**config.mk**
```make
export PLATFORM = sky130hd
export DESIGN_NAME = cc_timer
export DESIGN_NICKNAME = d
export VERILOG_FILES = /design/src/rtl/tmr_pkg.sv /design/src/rtl/tmr_sync_edge.sv /design/src/rtl/tmr_tick_gen.sv /design/src/rtl/tmr_core.sv /design/src/rtl/cc_timer.sv
export SDC_FILE = /design/constraint.sdc
export NUM_CORES = 1
export LEC_CHECK = 0
export BUFFER_PORTS_ARGS = -buffer_cell sky130_fd_sc_hd__buf_2
export CORE_ASPECT_RATIO = 0.9
export CORE_MARGIN = 3
export CORE_UTILIZATION = 55
export CTS_BUF_LIST = sky130_fd_sc_hd__clkbuf_8
export DETAILED_ROUTE_END_ITERATION = 7
export PLACE_DENSITY = 0.86
export RECOVER_POWER = 50
export SYNTH_ARGS = -nofsm -noshare
export SYNTH_HDL_FRONTEND = slang
export SYNTH_SLANG_ARGS = --single-unit
```
**constraint.sdc**
```tcl
create_clock -name clk -period 1.87 [get_ports clk]
set_input_delay 0.374 -clock clk [delete_from_list [all_inputs] [get_ports clk]]
set_output_delay 0.374 -clock clk [all_outputs]
set_load 0.05 [all_outputs]
```
**src/rtl/tmr_pkg.sv**
```systemverilog
package tmr_pkg;
  localparam int CNT_W    = 16;
  localparam int PSC_W    = 8;
  localparam int DIV_LOG2 = 4;
  localparam int ADDR_W   = 3;

  typedef enum logic [1:0] {
    SRC_SYS   = 2'd0,
    SRC_DIV16 = 2'd1,
    SRC_EXT   = 2'd2,
    SRC_OFF   = 2'd3
  } src_e;

  typedef struct packed {
    logic       run;
    logic       gate_en;
    logic [1:0] cap;
    logic       toggle;
    logic       cap_ie;
    logic       ref_ie;
    logic       restart;
    src_e       src;
  } mode_t;

  localparam logic [ADDR_W-1:0] A_MODE  = 3'd0;
  localparam logic [ADDR_W-1:0] A_PRESC = 3'd1;
  localparam logic [ADDR_W-1:0] A_REF   = 3'd2;
  localparam logic [ADDR_W-1:0] A_COUNT = 3'd3;
  localparam logic [ADDR_W-1:0] A_CAPT  = 3'd4;
  localparam logic [ADDR_W-1:0] A_EVENT = 3'd5;
endpackage

```
**src/rtl/tmr_sync_edge.sv**
```systemverilog
module tmr_sync_edge #(
  parameter int STAGES = 2
) (
  input  logic clk,
  input  logic rst_n,
  input  logic din,
  output logic rise,
  output logic fall
);
  logic [STAGES-1:0] sh_q, sh_d;
  logic              last_q, last_d;

  always_comb begin
    sh_d   = {sh_q[STAGES-2:0], din};
    last_d = sh_q[STAGES-1];
  end

  always_ff @(posedge clk or negedge rst_n) begin
    if (!rst_n) begin
      sh_q   <= '0;
      last_q <= 1'b0;
    end else begin
      sh_q   <= sh_d;
      last_q <= last_d;
    end
  end

  assign rise = sh_q[STAGES-1] & ~last_q;
  assign fall = ~sh_q[STAGES-1] & last_q;
endmodule

```
**src/rtl/tmr_tick_gen.sv**
```systemverilog
module tmr_tick_gen
  import tmr_pkg::*;
#(
  parameter int PSC_W    = 8,
  parameter int DIV_LOG2 = 4
) (
  input  logic             clk,
  input  logic             rst_n,
  input  logic             run,
  input  src_e             src,
  input  logic [PSC_W-1:0] psc,
  input  logic             gate_en,
  input  logic             ext_rise,
  input  logic             gate_rise,
  input  logic             gate_fall,
  output logic             step
);
  logic [DIV_LOG2-1:0] div_q, div_d;
  logic [PSC_W-1:0]    pcnt_q, pcnt_d;
  logic                open_q, open_d;
  logic                active, src_tick;

  always_comb begin
    open_d = open_q;
    if (gate_fall)      open_d = 1'b1;
    else if (gate_rise) open_d = 1'b0;

    active = run && (!gate_en || open_q);

    unique case (src)
      SRC_SYS:   src_tick = active;
      SRC_DIV16: src_tick = active && (div_q == '1);
      SRC_EXT:   src_tick = active && ext_rise;
      default:   src_tick = 1'b0;
    endcase

    step = src_tick && (pcnt_q == psc);

    div_d = div_q;
    if (!run)        div_d = '0;
    else if (active) div_d = div_q + 1'b1;

    pcnt_d = pcnt_q;
    if (!run)          pcnt_d = '0;
    else if (src_tick) pcnt_d = step ? '0 : pcnt_q + 1'b1;
  end

  always_ff @(posedge clk or negedge rst_n) begin
    if (!rst_n) begin
      div_q  <= '0;
      pcnt_q <= '0;
      open_q <= 1'b0;
    end else begin
      div_q  <= div_d;
      pcnt_q <= pcnt_d;
      open_q <= open_d;
    end
  end

  AST_PSC_SPACING: assert property (@(posedge clk) disable iff (!rst_n)
    (step && psc != '0) |=> (!step || psc == '0));
  AST_DIV16_SPACING: assert property (@(posedge clk) disable iff (!rst_n)
    (step && src == SRC_DIV16) |=> (!step || src != SRC_DIV16));
  AST_GATE_CLOSE: assert property (@(posedge clk) disable iff (!rst_n)
    (gate_en && gate_rise) |=> (!step || !gate_en));
endmodule

```
**src/rtl/tmr_core.sv**
```systemverilog
module tmr_core #(
  parameter int CNT_W = 16
) (
  input  logic             clk,
  input  logic             rst_n,
  input  logic             step,
  input  logic             load,
  input  logic [CNT_W-1:0] load_val,
  input  logic [CNT_W-1:0] ref_val,
  input  logic             restart,
  input  logic             toggle,
  input  logic [1:0]       cap_mode,
  input  logic             cap_rise,
  input  logic             cap_fall,
  output logic [CNT_W-1:0] cnt,
  output logic [CNT_W-1:0] capt,
  output logic             match,
  output logic             cap_hit,
  output logic             tout
);
  logic [CNT_W-1:0] cnt_q, cnt_d, capt_q, capt_d;
  logic             tout_q, tout_d;

  always_comb begin
    match   = step && (cnt_q == ref_val);
    cap_hit = (cap_rise && cap_mode[0]) || (cap_fall && cap_mode[1]);

    cnt_d = cnt_q;
    if (load)                 cnt_d = load_val;
    else if (match && restart) cnt_d = '0;
    else if (step)            cnt_d = cnt_q + 1'b1;

    capt_d = cap_hit ? cnt_q : capt_q;

    if (match)        tout_d = toggle ? ~tout_q : 1'b0;
    else if (!toggle) tout_d = 1'b1;
    else              tout_d = tout_q;
  end

  always_ff @(posedge clk or negedge rst_n) begin
    if (!rst_n) begin
      cnt_q  <= '0;
      capt_q <= '0;
      tout_q <= 1'b1;
    end else begin
      cnt_q  <= cnt_d;
      capt_q <= capt_d;
      tout_q <= tout_d;
    end
  end

  assign cnt  = cnt_q;
  assign capt = capt_q;
  assign tout = tout_q;

  AST_RESTART_ZERO: assert property (@(posedge clk) disable iff (!rst_n)
    (match && restart && !load) |=> (cnt_q == '0));
  AST_FREE_INC: assert property (@(posedge clk) disable iff (!rst_n)
    (match && !restart && !load) |=> (cnt_q == $past(cnt_q) + 1'b1));
  AST_HOLD_NO_STEP: assert property (@(posedge clk) disable iff (!rst_n)
    (!step && !load) |=> $stable(cnt_q));
  AST_PULSE_ONE_CYCLE: assert property (@(posedge clk) disable iff (!rst_n)
    (!toggle && !tout_q && !match) |=> tout_q);
  AST_TOGGLE_FLIP: assert property (@(posedge clk) disable iff (!rst_n)
    (match && toggle) |=> (tout_q != $past(tout_q)));
  AST_CAPT_DISABLED: assert property (@(posedge clk) disable iff (!rst_n)
    (cap_mode == 2'b00) |=> $stable(capt_q));
endmodule

```
**src/rtl/cc_timer.sv**
```systemverilog
module cc_timer
  import tmr_pkg::*;
#(
  parameter int CNT_W       = 16,
  parameter int PSC_W       = 8,
  parameter int DIV_LOG2    = 4,
  parameter int SYNC_STAGES = 2
) (
  input  logic              clk,
  input  logic              rst_n,
  input  logic              wr_en,
  input  logic [2:0]        addr,
  input  logic [CNT_W-1:0]  wdata,
  output logic [CNT_W-1:0]  rdata,
  input  logic              tin_i,
  input  logic              gate_i,
  input  logic              tone_i,
  output logic              tout_o,
  output logic              alert_o,
  output logic              irq_o
);
  localparam int MODE_W = $bits(mode_t);
  localparam int EV_W   = 2;

  mode_t            mode_q, mode_d;
  logic [PSC_W-1:0] psc_q, psc_d;
  logic [CNT_W-1:0] ref_q, ref_d;
  logic [EV_W-1:0]  ev_q, ev_d, ev_clr;
  logic             tin_rise, tin_fall, gate_rise, gate_fall;
  logic             step, match, cap_hit, load, tout;
  logic [CNT_W-1:0] cnt, capt;

  tmr_sync_edge #(.STAGES(SYNC_STAGES)) u_tin_sync (
    .clk(clk), .rst_n(rst_n), .din(tin_i), .rise(tin_rise), .fall(tin_fall));

  tmr_sync_edge #(.STAGES(SYNC_STAGES)) u_gate_sync (
    .clk(clk), .rst_n(rst_n), .din(gate_i), .rise(gate_rise), .fall(gate_fall));

  tmr_tick_gen #(.PSC_W(PSC_W), .DIV_LOG2(DIV_LOG2)) u_tick (
    .clk(clk), .rst_n(rst_n), .run(mode_q.run), .src(mode_q.src), .psc(psc_q),
    .gate_en(mode_q.gate_en), .ext_rise(tin_rise), .gate_rise(gate_rise),
    .gate_fall(gate_fall), .step(step));

  tmr_core #(.CNT_W(CNT_W)) u_core (
    .clk(clk), .rst_n(rst_n), .step(step), .load(load), .load_val(wdata),
    .ref_val(ref_q), .restart(mode_q.restart), .toggle(mode_q.toggle),
    .cap_mode(mode_q.cap), .cap_rise(tin_rise), .cap_fall(tin_fall),
    .cnt(cnt), .capt(capt), .match(match), .cap_hit(cap_hit), .tout(tout));

  always_comb begin
    mode_d = mode_q;
    psc_d  = psc_q;
    ref_d  = ref_q;
    ev_clr = '0;
    load   = 1'b0;
    if (wr_en) begin
      unique case (addr)
        A_MODE:  mode_d = mode_t'(wdata[MODE_W-1:0]);
        A_PRESC: psc_d  = wdata[PSC_W-1:0];
        A_REF:   ref_d  = wdata;
        A_COUNT: load   = 1'b1;
        A_EVENT: ev_clr = wdata[EV_W-1:0];
        default: ;
      endcase
    end
    ev_d = (ev_q & ~ev_clr) | {cap_hit, match};

    unique case (addr)
      A_MODE:  rdata = {{(CNT_W-MODE_W){1'b0}}, mode_q};
      A_PRESC: rdata = {{(CNT_W-PSC_W){1'b0}}, psc_q};
      A_REF:   rdata = ref_q;
      A_COUNT: rdata = cnt;
      A_CAPT:  rdata = capt;
      A_EVENT: rdata = {{(CNT_W-EV_W){1'b0}}, ev_q};
      default: rdata = '0;
    endcase
  end

  always_ff @(posedge clk or negedge rst_n) begin
    if (!rst_n) begin
      mode_q <= '0;
      psc_q  <= '0;
      ref_q  <= '0;
      ev_q   <= '0;
    end else begin
      mode_q <= mode_d;
      psc_q  <= psc_d;
      ref_q  <= ref_d;
      ev_q   <= ev_d;
    end
  end

  assign tout_o  = tout;
  assign alert_o = tone_i ^ ~tout;
  assign irq_o   = (ev_q[0] && mode_q.ref_ie) || (ev_q[1] && mode_q.cap_ie);

  AST_MATCH_FLAG: assert property (@(posedge clk) disable iff (!rst_n)
    match |=> ev_q[0]);
  AST_EVENT_W1C: assert property (@(posedge clk) disable iff (!rst_n)
    (wr_en && addr == A_EVENT && wdata[0] && !match) |=> !ev_q[0]);
  AST_CAPTURE_FLAG: assert property (@(posedge clk) disable iff (!rst_n)
    cap_hit |=> (ev_q[1] && capt == $past(cnt)));
endmodule

```
# Word level (Yosys, flattened, before mapping)
# Cells that the tools add are included.
[word_totals] in_bits=25 word_cells=90 regBits=88 out_inout_bits=19
[classes] n_reduce_logical=21 muxes=19 n_addsub=3 n_eq_ne=13 bitwise_logic=13
[op_table] op="$pmux 16 s6" count=1
[op_table] op="$mux 16" count=3
[op_table] op="$mux 8" count=3
[op_table] op="$add 16x1->16 const B" count=1
[op_table] op="$eq 16x16->1" count=1
[op_table] op="$logic_and 1x1->1" count=10
[op_table] op="$add 8x1->8 const B" count=1
[op_table] op="$eq 8x8->1" count=1
[op_table] op="$mux 4" count=2
[op_table] op="$mux 1" count=7
[op_table] op="$eq 3x2->1 const B" count=2
[op_table] op="$eq 3x3->1 const B" count=2
[op_table] op="$ne 2x1->1 const B" count=3
[op_table] op="$reduce_and 2->1" count=3
[op_table] op="$not 1->1" count=5
[op_table] op="$add 4x1->4 const B" count=1
[op_table] op="$and 1x1->1" count=4
[op_table] op="$eq 4x4->1 const B" count=1
[op_table] op="$mux 2" count=2
[op_table] op="$eq 3x1->1 const B" count=1
[op_table] op="$logic_not 3->1" count=1
[op_table] op="$logic_or 1x1->1" count=3
[op_table] op="$pmux 1 s3" count=1
[op_table] op="$reduce_bool 3->1" count=1
[op_table] op="9 further kinds" count=9

# Depth between registers and ports, before layout
[depth] depth_word=10 ltp_mapped=10 depth_no_buf=8

# Hierarchy
# Synthesis repeated with hierarchy kept, for this count alone.
[unflattened] cells_unflattened=478 hier_area_um2=5142.4
[by_module_without_submodules] mod="tmr_core" cells_per_inst=213 seq_area_each_um2=827.0 area_each_um2=2057.0 n_inst=1
[by_module_without_submodules] mod="cc_timer" cells_per_inst=158 seq_area_each_um2=900.9 area_each_um2=1985.7 n_inst=1
[by_module_without_submodules] mod="tmr_tick_gen" cells_per_inst=97 seq_area_each_um2=325.3 area_each_um2=919.6 n_inst=1
[by_module_without_submodules] mod="tmr_sync_edge" cells_per_inst=5 seq_area_each_um2=75.1 area_each_um2=90.1 n_inst=2

# Worst setup path after synthesis
# No wires, ideal clock.
[synth_timing] kind="input -> output" start="input port addr[0]" end="output port rdata[0]" arrival_time_ns=2.332 slack_ns=-0.836 n_path_buf=3 path_stages=5 required_time_ns=1.496 path_cell_list="buf_2 -> buf_2 -> buf_1 -> a31oi_1 -> o21ai_0"
[synth_between] elab_chain_cells=2 word_cells_on_any_way=7 cone_classes="eq/ne (5); mux (1); reduce/logical (1)"
[synth_lines] item="start: declaration" line_no="cc_timer.sv:12" rtl="input logic [2:0] addr,"
[synth_lines] item="$eq 3x3->1 (tied with other cells)" line_no="cc_timer.sv:68" rtl="unique case (addr)"
[synth_lines] item="$pmux 16 s6 *" line_no="cc_timer.sv:68"
[synth_lines] item="end: declaration" line_no="cc_timer.sv:14" rtl="output logic [CNT_W-1:0] rdata,"
# Every way passes the cells marked *; elsewhere a longest branch is shown, timed or not.

# Worst setup path in the final report
[layout_timing] start="register mode_q[0] (netlist bit)" end="register u_core.cnt_q[5] (netlist: u_core.cnt[5])"
[layout_between] elab_chain_cells=7 word_cells_on_any_way=10 cone_classes="eq/ne (2); mux (3); reduce/logical (5)"
[layout_lines] item="start: declaration" line_no="cc_timer.sv:25" rtl="mode_t mode_q, mode_d;"
[layout_lines] item="start signal: assignment" line_no="cc_timer.sv:86" rtl="mode_q <= mode_d;"
[layout_lines] item="$eq 2x2->1 (tied with other cells)" line_no="tmr_tick_gen.sv:30" rtl="unique case (src)"
[layout_lines] item="$pmux 1 s3 *" line_no="tmr_tick_gen.sv:30"
[layout_lines] item="$logic_and 1x1->1 *" line_no="tmr_tick_gen.sv:37" rtl="step = src_tick && (pcnt_q == psc);"
[layout_lines] item="$logic_and 1x1->1" line_no="tmr_core.sv:25" rtl="match = step && (cnt_q == ref_val);"
[layout_lines] item="$logic_and 1x1->1" line_no="tmr_core.sv:30" rtl="else if (match && restart) cnt_d = '0;"
[layout_lines] item="$mux 16" line_no="tmr_core.sv:30"
[layout_lines] item="$mux 16" line_no="tmr_core.sv:29" rtl="if (load) cnt_d = load_val;"
[layout_lines] item="end signal: assignment" line_no="tmr_core.sv:46" rtl="cnt_q <= cnt_d;"
[layout_lines] item="end: declaration" line_no="tmr_core.sv:21" rtl="logic [CNT_W-1:0] cnt_q, cnt_d, capt_q, capt_d;"
# Marks and branches as above.
# A chain may end at the register's enable or synchronous reset.

==> key figures <==
STA
  • Final period utilization: 117%
  • Final worst setup slack: -0.324 ns
  • F_max: 456 MHz
  • Final setup TNS: -5.65 ns
  • Setup violators final: 35
  • Worst Max-Slew Pin Slew: 0.914 ns
  • Worst slew margin: 39.1%
  • Hold_ws: 0.113 ns
  • Final Max Tran Viols: 0
  • RSZ-0062 raised after global routing: yes
  • Final Skew: 0.00638 ns
  • Fin crit period: 2.19 ns
  • Fin. Hold Viols: 0

Finish
  • Share of cells above drive strength 1: 49.8%
  • N_diodes: 0
  • Final core occ: 78.0%
  • Commonest non-fill, non-tap cell in the layout: dfrtp_1
  • Nets: 583
  • Most frequent cells in the layout: 85 x dfrtp_1, 61 x buf_4, 51 x mux2_2, 35 x nand2_1, 30 x buf_6
  • Area growth syn-to-layout: 35.4%

Global routing
  • Tot GR Track Use: 30.3%
  • Largest net degree at the start of global routing: 35
  • Initial antenna violation count: 0
  • Gr ovfl total: 0
  • Vias in the first global route: 4316
  • First-pass GRT wire length: 22800 um

Power
  • Maximum vdd drop: 694 uV
  • PwrDens: 985 nW/um2
  • Pleak: 2.83 nW
  • Power Total: 6.32 mW

Flow run
  • Max Cap Viol: 0

Floorplanning
  • Starting Density: 57.6%
  • Ports: 44
  • Die ar.: 9760 um2
  • Die X: 104 um
  • FP Rows: 31
  • Core ar.: 8220 um2
  • Die Ht: 94.0 um

Logic synthesis
  • Synth Area in Compound Gates: 8.30%
  • Post-Synth Adder-Cell Area: 1.85%
  • Largest family of logic cells by synthesized area: multiplexers
  • Mux cell area share after synthesis: 17.0%
  • Synthesized flop and latch total: 88
  • Synth Area in Simple Gates: 14.3%
  • Mapped cell area: 4730 um2
  • Yosys cell types: 50
  • Sequential-to-total area share from yosys stat: 46.5%
  • Synth Area in XOR/XNOR: 8.51%
  • Mapped Cells: 431
  • Post-Syn Nets: 463
  • Avg Cell Area, Syn: 11.0 um2
  • Yosys warns: 0

Clocking
  • CTS tree: built
  • Clk pin slew, worst setup/hold paths: 0.09 ns
  • Worst-Skew Late Latency: 0.36 ns
  • H-tree depth: 3
  • Num Clock Sinks: 88
  • Num CTS Buffers: 9
  • Clk buf depth: 2
  • Root buf cell: clkbuf_8

Critical path
  • Slowest-stage cell, CP: dfrtp_2
  • WP depth: 9
  • Cells on worst reg2reg path: 9
  • Worst-path cell chain: inv_2 -> ha_4 -> nand4_1 -> o211ai_2 -> and4_4 -> buf_12 -> nand2_1 -> xor2_1 -> o31ai_1
  • CP Capture Type: flop
  • Crit path max-delay family: compound AO/OA/AOI/OAI gates
  • Critical-path maximum fanout: 8
  • Worst setup SP type: flop
  • Crit Path Category: reg -> reg
  • CP required: 2.11 ns
  • Worst EP arrival: 2.44 ns
  • CP bufs+invs: 2
  • Critical Path Max Stage Delay: 0.42 ns

Detailed routing
  • Via density: 6.32
  • Met1 wire length: 5810 um
  • Top sig layer: met4
  • DR WL/cell: 22.7 um
  • Initial DRC Count: 379
  • Met3 WL post-DR: 1190 um
  • DR WL met2: 7280 um
  • Antenna Nets Post-Route: 0
  • Initial DRT Pass Iterations: 5
  • Post-detailed-routing wire length: 15200 um
  • DRC Markers: 0
  • Vias: 4243

Placed design
  • Gpl congestion: 0.912
  • Placement Setup Slack: -0.183 ns
  • Detail Placement HPWL: 8990 um
  • IO Port Bufs: 43

Min path
  • Worst hold-check path type: in -> reg
  • Worst hold path cell count: 1

Run status
  • Failing checks: setup timing
  • Status: finished with violations
cell usage after synthesis, drive strengths merged:
master   number  area [um2]
nor2         17        63.8
a21o          1        7.51
mux4          4        90.1
a22oi         4        30.0
nand2        39         146
mux2         52         586
clkbuf       11        41.3
nor3b         1        12.5
and2          9        57.6
a21oi         7        35.0
dfstp         1        26.3
nand3b        2        15.0
and4          3        26.3
o211ai        1        12.5
nor2b         6        37.5
nand3        10        50.1
nand2b        4        25.0
a31o          2        26.3
xnor2        23         201
a21bo         1        10.0
a22o          1        8.76
nor3          1        5.00
a21boi        2        15.0
buf          13        83.8
a32oi         2        17.5
inv          11        41.3
ha            7        87.6
xor2         23         201
dfrtp        87        2180
o21ai        27         139
mux2i        13         130
o31ai         2        15.0
o22ai         4        25.0
and2b         1        7.51
nand4        19         119
o2111ai       1        8.76
o22a          2        17.5
nor4          4        50.1
a31oi         4        25.0
and3          8        51.3
nand4b        1        8.76
final cells by class:
class,count,area (um2)
clock buffers,10,138
inverters,11,41.3
well taps,115,144
clock inverters,6,43.8
multi-input cells,308,2750
repair buffers,133,1090
fillers,463,1810
flip-flops and latches,88,2210
through the flow:
| step | cell area (um2) | std cells |
|---|---|---|
| floorplan | 4870 | 431 |
| global placement | 5680 | 634 |
| detailed placement | 5680 | 634 |
| CTS | 6260 | 663 |
| global route | 6410 | 671 |
| finish | 6410 | 671 |
report_power, final:
group | leakage, nW | switching [mW] | internal, mW
Sequential | 1.09 | 0.372 | 2.32
Combinational | 1.65 | 1.23 | 1.16
Clock | 0.0926 | 0.709 | 0.524
path summary, 6_finish.rpt:
path | start | to | slack, ns
max | mode_q[0] | u_core.cnt[5] | -0.32
min | tin_i | u_tin_sync.sh_q[0] | 0.11
max reg2reg | mode_q[0] | u_core.cnt[5] | -0.32
min reg2reg | u_tin_sync.sh_q[0] | u_tin_sync.sh_q[1] | 0.36
max in group asynchronous | rst_n | u_core.cnt[11] | 0.19
min in group asynchronous | rst_n | u_tick.pcnt_q[4] | 0.67
kinds of logic (layout without fill, tap and decap cells):
family / count (synthesis) / in the layout
compound gates: 61 / 61
xor+xnor: 46 / 46
simple gates: 125 / 125
flops: 88 / 88
fa+ha+maj: 7 / 7
buf+inv: 35 / 160
mux: 69 / 69
timing repair:
action,in CTS,in global routing
endpoints found under the setup margin,33,42
buffers inserted,11,10
pin swaps,15,17
hold endpoints to repair,30,0
cloned,1,0
resized for setup,74,34
hold buffers,1,0
flip-flops by register name, summed over array words and instances (netlist names):
register	count
ev_q	2
u_tick.div_q	4
ref_q	16
u_core.cnt	16
u_tin_sync.last_q	1
u_tin_sync.sh_q	2
u_gate_sync.last_q	1
psc_q	8
mode_q	10
u_core.tout	1
u_tick.open_q	1
u_core.capt	16
u_gate_sync.sh_q	2
u_tick.pcnt_q	8
metal layers:
| metal | up-vias | track usage [%] |
|---|---|---|
| li1 | 1770 | - |
| met1 | 2071 | 37.3 |
| met2 | 297 | 50.8 |
| met3 | 105 | 7.35 |
| met4 | 0 | 13.7 |
| met5 | - | 0 |
Note: power is estimated with default switching activity, not from simulation.
